File: src/rtl/dpbusy_pkg.sv
package dpbusy_pkg;

  typedef enum logic [1:0] {
    ARB_IDLE       = 2'd0,
    ARB_LEFT_OWNS  = 2'd1,
    ARB_RIGHT_OWNS = 2'd2
  } arbState_t;

  // datapath -> control
  typedef struct packed {
    logic addrMatch;
    logic leftMoved;
    logic rightMoved;
  } dpStatus_t;

  // control -> datapath
  typedef struct packed {
    logic leftBlock;
    logic rightBlock;
  } ctrlStrobe_t;

endpackage

File: src/rtl/dpbusy_port_track.sv
module dpbusy_port_track #(
  parameter int ADDR_W = 16
) (
  input  logic              clk,
  input  logic              rst_n,
  input  logic              en,
  input  logic [ADDR_W-1:0] addr,
  output logic              enQ,
  output logic [ADDR_W-1:0] addrQ,
  output logic              moved
);
  localparam int TAG_W = ADDR_W + 1;

  logic [TAG_W-1:0] curTag;
  logic [TAG_W-1:0] prevTag;

  always_ff @(posedge clk) begin
    if (!rst_n) begin
      curTag  <= '0;
      prevTag <= '0;
    end else begin
      curTag  <= {en, addr};
      prevTag <= curTag;
    end
  end

  assign enQ   = curTag[TAG_W-1];
  assign addrQ = curTag[ADDR_W-1:0];
  assign moved = (curTag != prevTag);
endmodule

File: src/rtl/dpbusy_datapath.sv
module dpbusy_datapath
  import dpbusy_pkg::*;
#(
  parameter int ADDR_W = 16
) (
  input  logic                  clk,
  input  logic                  rst_n,
  input  logic                  masterMode,
  input  logic [1:0]            portEn,
  input  logic [2*ADDR_W-1:0]   portAddr,
  input  logic [1:0]            portWrReq,
  input  logic [1:0]            busyIn,
  input  ctrlStrobe_t           strobe,
  output dpStatus_t             status,
  output logic [1:0]            busyOut,
  output logic [1:0]            wrEn
);
  localparam int NPORT = 2;

  logic [NPORT-1:0]        enQ;
  logic [NPORT-1:0]        moved;
  logic [NPORT*ADDR_W-1:0] addrQ;
  logic [NPORT-1:0]        blockInt;
  logic [NPORT-1:0]        blockEff;

  assign blockInt = {strobe.rightBlock, strobe.leftBlock};

  for (genvar p = 0; p < NPORT; p++) begin : g_port
    dpbusy_port_track #(.ADDR_W(ADDR_W)) u_track (
      .clk   (clk),
      .rst_n (rst_n),
      .en    (portEn[p]),
      .addr  (portAddr[p*ADDR_W +: ADDR_W]),
      .enQ   (enQ[p]),
      .addrQ (addrQ[p*ADDR_W +: ADDR_W]),
      .moved (moved[p])
    );

    always_comb begin
      blockEff[p] = masterMode ? blockInt[p] : busyIn[p];
      wrEn[p]     = portEn[p] & portWrReq[p] & ~blockEff[p];
      busyOut[p]  = masterMode & blockInt[p];
    end
  end

  always_comb begin
    status.addrMatch  = enQ[0] & enQ[1] &
                        (addrQ[0 +: ADDR_W] == addrQ[ADDR_W +: ADDR_W]);
    status.leftMoved  = moved[0];
    status.rightMoved = moved[1];
  end
endmodule

File: src/rtl/dpbusy_control.sv
module dpbusy_control
  import dpbusy_pkg::*;
(
  input  logic        clk,
  input  logic        rst_n,
  input  dpStatus_t   status,
  output ctrlStrobe_t strobe
);
  arbState_t state, stateNext;

  always_comb begin
    stateNext = state;
    unique case (state)
      ARB_IDLE: begin
        if (status.addrMatch) begin
          if (status.leftMoved && !status.rightMoved)
            stateNext = ARB_RIGHT_OWNS;
          else
            stateNext = ARB_LEFT_OWNS;   // right moved last, tie, or static
        end
      end
      ARB_LEFT_OWNS: begin
        if (!status.addrMatch || status.leftMoved) stateNext = ARB_IDLE;
      end
      ARB_RIGHT_OWNS: begin
        if (!status.addrMatch || status.rightMoved) stateNext = ARB_IDLE;
      end
      default: stateNext = ARB_IDLE;
    endcase
  end

  always_ff @(posedge clk) begin
    if (!rst_n) state <= ARB_IDLE;
    else        state <= stateNext;
  end

  assign strobe.leftBlock  = (state == ARB_RIGHT_OWNS);
  assign strobe.rightBlock = (state == ARB_LEFT_OWNS);
endmodule

File: src/rtl/dual_port_busy_arbiter.sv
module dual_port_busy_arbiter
  import dpbusy_pkg::*;
#(
  parameter int ADDR_W = 16
) (
  input  logic              clk,
  input  logic              rst_n,
  input  logic              masterMode,
  input  logic              leftEn,
  input  logic [ADDR_W-1:0] leftAddr,
  input  logic              leftWrReq,
  input  logic              leftBusyIn,
  input  logic              rightEn,
  input  logic [ADDR_W-1:0] rightAddr,
  input  logic              rightWrReq,
  input  logic              rightBusyIn,
  output logic              leftBusyOut,
  output logic              rightBusyOut,
  output logic              leftWrEn,
  output logic              rightWrEn
);
  dpStatus_t   status;
  ctrlStrobe_t strobe;
  logic [1:0]  busyOutVec;
  logic [1:0]  wrEnVec;

  dpbusy_datapath #(.ADDR_W(ADDR_W)) u_datapath (
    .clk        (clk),
    .rst_n      (rst_n),
    .masterMode (masterMode),
    .portEn     ({rightEn, leftEn}),
    .portAddr   ({rightAddr, leftAddr}),
    .portWrReq  ({rightWrReq, leftWrReq}),
    .busyIn     ({rightBusyIn, leftBusyIn}),
    .strobe     (strobe),
    .status     (status),
    .busyOut    (busyOutVec),
    .wrEn       (wrEnVec)
  );

  dpbusy_control u_control (
    .clk    (clk),
    .rst_n  (rst_n),
    .status (status),
    .strobe (strobe)
  );

  assign leftBusyOut  = busyOutVec[0];
  assign rightBusyOut = busyOutVec[1];
  assign leftWrEn     = wrEnVec[0];
  assign rightWrEn    = wrEnVec[1];
endmodule

File: config.mk
export PLATFORM = sky130hd
export DESIGN_NAME = dual_port_busy_arbiter
export DESIGN_NICKNAME = d
export VERILOG_FILES = /design/src/rtl/dpbusy_pkg.sv /design/src/rtl/dpbusy_port_track.sv /design/src/rtl/dpbusy_datapath.sv /design/src/rtl/dpbusy_control.sv /design/src/rtl/dual_port_busy_arbiter.sv
export SDC_FILE = /design/constraint.sdc
export NUM_CORES = 1
export LEC_CHECK = 0
export ABC_AREA = 1
export BUFFER_PORTS_ARGS = -buffer_cell sky130_fd_sc_hd__buf_2
export CAP_MARGIN = 20
export CORE_AREA = 3 3 84 86
export DETAILED_ROUTE_END_ITERATION = 7
export DIE_AREA = 0 0 87 89
export PLACE_DENSITY = 0.7
export SYNTH_ARGS = -nofsm -noshare
export SYNTH_HDL_FRONTEND = slang
export SYNTH_SLANG_ARGS = --single-unit
File: constraint.sdc
create_clock -name clk -period 3.7 [get_ports clk]
set_input_delay 0.555 -clock clk [delete_from_list [all_inputs] [get_ports clk]]
set_output_delay 0.555 -clock clk [all_outputs]
set_load 0.03 [all_outputs]
======== After elaboration in Yosys (flattened, before gate mapping) ========
Cells that the tools add are included.
storage, ports and cells
  flip-flop bits (word level) ............. 70
  input bits .............................. 41
  output and inout bits ................... 4
  word-level logic and storage cells ...... 37
operators by class
  equality and inequality tests ........... 8
  multiplexer cells ....................... 7
  bitwise operators ....................... 10
  reductions and logical operators ........ 7
operators by type and width
  operator                                               count
  inequality test 17 bit                                 2
  equality test 16 bit                                   1
  bitwise AND 1 bit                                      8
  2-to-1 mux 2 bit                                       4
  inequality test 2 x 1 -> 1 bit, second input constant  3
  case mux 2 bit (3 select lines)                        1
  AND reduction 3 bit                                    1
  equality test 2 x 1 -> 1 bit, second input constant    1
  equality test 2 bit, second input constant             1
  logical NOT 1 bit                                      2
  logical NOT 2 bit                                      1
  logical OR 1 bit                                       2
  2-to-1 mux 1 bit                                       2
  inverter 1 bit                                         2
  logical AND 1 bit                                      1

======== Depth between registers and ports, before layout ========
  depth in word-level cells ............... 6
  depth in mapped cells ................... 11
  mapped depth without buffers ............ 11

======== By module ========
A second synthesis with hierarchy kept.
unflattened totals
  cell total of the unflattened synthesis .. 464
  area total of the unflattened synthesis .. 3001.6 um2
modules (own cells, without submodules)
  module             instances  cells each  area an instance (um2)  seq. area each (um2)
  dpbusy_port_track  2          178         1258.7                  680.7
  dpbusy_datapath    1          81          339.1                   0.0
  dpbusy_control     1          27          145.1                   40.0

======== Least setup slack after synthesis ========
OpenSTA, ideal clock, no wires.
  path type ............................... input -> output
  start point ............................. in masterMode
  end point ............................... out leftWrEn
  arrival time ............................ 1.658 ns
  required time ........................... 3.145 ns
  path slack .............................. 1.487 ns
  cell stages on the path ................. 3
  path buffers ............................ 0
  cells stage by stage .................... inv_1 > nor3_1 > a211oi_1
between the ends
  longest elaborated chain between the ends .. 3
ends and longest elaborated chain
  what               RTL line                      source
  from (decl)        dual_port_busy_arbiter.sv:8   input logic masterMode,
  2-to-1 mux 1 bit   dpbusy_datapath.sv:40         blockEff[p] = masterMode ? blockInt[p] : busyIn[p];
  inverter 1 bit     dpbusy_datapath.sv:41         wrEn[p] = portEn[p] & portWrReq[p] & ~blockEff[p];
  bitwise AND 1 bit  dpbusy_datapath.sv:41
  to (decl)          dual_port_busy_arbiter.sv:19  output logic leftWrEn,
No other way between the ends.

======== Final worst setup path ========
  start point ............................. reg u_control.state[0]
  end point ............................... out rightWrEn
between the ends
  longest elaborated chain between the ends .. 4
ends and longest elaborated chain
  what                          RTL line                      source
  from (decl)                   dpbusy_control.sv:9           arbState_t state, stateNext;
  from (signal assigned)        dpbusy_control.sv:34          else state <= stateNext;
  equality test 2 x 1 -> 1 bit  dpbusy_control.sv:38          assign strobe.rightBlock = (state == ARB_LEFT_OWNS);
  2-to-1 mux 1 bit              dpbusy_datapath.sv:40
  inverter 1 bit                dpbusy_datapath.sv:41
  bitwise AND 1 bit             dpbusy_datapath.sv:41
  to (decl)                     dual_port_busy_arbiter.sv:20  output logic rightWrEn
No other way between the ends.

==> run_results.csv <==
group,metric,value,unit
global_route,grt_max_degree,70,
timing,fin_ws,1.85,ns
yosys,ys.flop_type,"dfxtp_1",
timing,finalCriticalPeriod,1.85,ns
timing,holdWs,0.388,ns
yosys,synth.top_cell.area_share,44.6,%
cts,cts_max_level,3,
yosys,seq_area_frac_synth,44.6,%
timing,slew_violations,0,
global_route,first_global_vias,2446,
worst_setup_path,path_buf_inv,2,
worst_setup_path,slowest_delay,0.40,ns
hold_path,worst_hold_path_type,"in2reg",
routing,drtIter0Drc,132,
timing,hold_viol,0,
finish,final_core_util,57.5,%
yosys,netlist_area,3140,um2
timing,clock.fmax,539,MHz
yosys,synth_edf_count,0,
routing,via_per_inst,4.28,
cts,clk_pin_slew,0.07,ns
cts,clk-insertion-delay-late,0.34,ns
worst_setup_path,slowest_stage,"dfxtp_1",
yosys,async_flop_share,0,%
cts,clock-sinks,70,
place,portBuffers,44,
floorplanning,die_w,87,um
routing,vias,2643,
power,power-per-cell-area,447,nW/um2
yosys,synth_area_per_cell,6.43,um2
timing,setup_viol,0,
finish,area_growth,16.2,%
yosys,syn_nets,530,
floorplanning,design.die.area,7740,um2
cts,ctsRootBufferMaster,"clkbuf_8",
global_route,antenna_found_initial,0,
worst_setup_path,path_delay_family,"flip-flops",
cts,clock_path_buffers,2,
cts,cts_made_buffers,9,
floorplanning,die_height,89,um
timing,period_share,50.1,%
yosys,synthCells,489,
timing,rsz0062_at_grt,"no",
worst_setup_path,required,3.14,ns
yosys,synth_top_area_cell,"dfxtp_1",
power,irDropWorstVdd,282,uV
timing,max_slew.worst_pin.slew,0.524,ns
routing,wire_per_inst,10.1,um
routing,wirelength,6.25,mm
worst_setup_path,worst_setup_path_end_kind,"output port",
worst_setup_path,worst-setup-path-type,"reg2out",
timing,fin_worst_skew,0.00645,ns
floorplanning,coreArea,6350,um2
timing,setup_tns,0,ns
power,leakagePower,2.25,nW
run,cap_violations,0,
finish,diodes,0,
yosys,ys_ff_latch,70,
worst_setup_path,rr_worst_depth,10,
finish,stdcell_count,618,
worst_setup_path,cp_cell_sequence,"inv_1 -> nor3_1 -> a211oi_1 -> buf_2",
worst_setup_path,cp-start-kind,"flip-flop",
place,globalplace.congestion,0.909,
routing,ant_nets,0,
floorplanning,start_util,49.5,%
cts,post_cts_buffers,0,
run_status,status,"finished clean",
yosys,synth.distinct_cells,23,
place,dp.cells,602,
hold_path,hold_path_depth,3,
place,pre_cts_slack,1.88,ns
floorplanning,rows,29,
worst_setup_path,cp.arrival,1.30,ns
global_route,overflow,0,
global_route,grtUsageTotal,18.0,%
worst_setup_path,path_depth,4,
finish,drive_gt1_share,12.2,%
cts,cts-hold-fix-buffers,0,
floorplanning,io_pins,45,
yosys,yosys-top-cells-area,"dfxtp_1 45%, nand2_1 23%, inv_1 15%",
place,dp_hpwl,4.76,mm
timing,timing.slew.headroom,65.0,%
finish,num-nets-final,578,
cts,cts_resized,0,
yosys,yosysWarningCount,0,
routing,drc,0,
cts,cts_tree,"done",
routing,firstDrtPassIters,4,
global_route,grt_pass1_wl,10.6,mm
worst_setup_path,cp_max_fo,4,
==> final timing paths <==
check	slack, ns	from	end
setup / recovery	1.85	u_control.state[0]	rightWrEn
hold / removal	0.39	rightAddr[6]	u_datapath.g_port[1].u_track.curTag[6]
setup reg to reg	2.20	u_datapath.g_port[0].u_track.curTag[11]	u_control.state[1]
hold reg to reg	0.45	u_datapath.g_port[0].u_track.curTag[8]	u_datapath.g_port[0].u_track.prevTag[8]
==> state kept, by name, indices dropped and copies added (netlist names) <==
| signal | count |
|---|---|
| u_control.state | 2 |
| u_datapath.g_port.u_track.prevTag | 34 |
| u_datapath.g_port.u_track.curTag | 34 |
==> area by class of cell <==
cell class                      instances  area [um2]
Clock buffer                           10         128
Multi-Input combinational cell        287        1240
Fill cell                             617        2700
Inverter                              124         465
Timing Repair Buffer                   45         240
Clock inverter                          5        75.1
Tap cell                               77        96.3
Sequential cell                        70        1400
==> placed cells by master, fill, tap and decap left out <==
| master | synthesis | final |
|---|---|---|
| dfxtp_1 | 70 | 70 |
| nor2b_1 | 1 | 1 |
| bufinv_16 | 0 | 2 |
| inv_1 | 122 | 122 |
| a21oi_1 | 2 | 2 |
| a211oi_1 | 2 | 2 |
| xor2_1 | 2 | 2 |
| nor3_2 | 1 | 1 |
| o21ai_1 | 1 | 1 |
| nand3_1 | 7 | 7 |
| buf_12 | 0 | 1 |
| clkbuf_1 | 6 | 1 |
| or2_0 | 1 | 1 |
| nand3b_1 | 2 | 2 |
| clkbuf_8 | 0 | 9 |
| nand4_1 | 4 | 4 |
| xnor2_1 | 17 | 17 |
| clkinv_2 | 0 | 3 |
| inv_2 | 2 | 2 |
| nor2_1 | 43 | 43 |
| o21ai_0 | 4 | 4 |
| nand2_2 | 4 | 4 |
| o2bb2ai_1 | 1 | 1 |
| nand2_1 | 192 | 192 |
| nor3_1 | 3 | 3 |
| buf_2 | 1 | 44 |
==> synthesized netlist by cell type (all sizes together) (4+ instances only) <==
cell	instances
nand2	196
inv	124
dfxtp	70
nor2	43
xnor2	17
nand3	7
clkbuf	6
o21ai	5
nand4	4
nor3	4
==> power breakdown <==
group / internal, W / switching [W] / leakage, nW
Clock: 0.000372 / 0.000264 / 0.106
Combinational: 0.0000761 / 0.000102 / 1.56
Sequential: 0.000789 / 0.0000300 / 0.579
==> worst register-to-register path: cells and delay by family (launching register included) <==
| kind | cells | cell delay [ns] |
|---|---|---|
| buffers and inverters | 1 | 0.08 |
| AND/OR/NAND/NOR | 8 | 0.83 |
| AO/OA/AOI/OAI | 1 | 0.12 |
| flip-flops | 1 | 0.39 |
==> through the flow <==
| step | total power, W | cell area (um2) |
|---|---|---|
| 3_3_place_gp | 0.00101 | 3430 |
| 5_1_grt | 0.00172 | 3650 |
| 3_5_place_dp | 0.00101 | 3430 |
| 6_report | 0.00163 | 3650 |
| 4_1_cts | 0.00165 | 3630 |
| 2_1_floorplan | 0.000957 | 3140 |
==> cell families (layout without fill, tap and decap cells) <==
| logic type | after synthesis | after routing | synth area share, % |
|---|---|---|---|
| AND/OR/NAND/NOR | 258 | 258 | 32.4 |
| buffers and inverters | 132 | 184 | 15.8 |
| AO/OA/AOI/OAI | 10 | 10 | 1.87 |
| XOR/XNOR | 19 | 19 | 5.29 |
| flip-flops | 70 | 70 | 44.6 |
==> layer usage <==
layer	global-route usage, %	vias up	part of all wire (%)
li1	-	1469	-
met1	22.3	1106	47
met2	28.4	50	45
met3	4.33	18	4.7
met4	10.9	0	2.8
met5	0	-	0
Power figures use the tool's default switching activity.
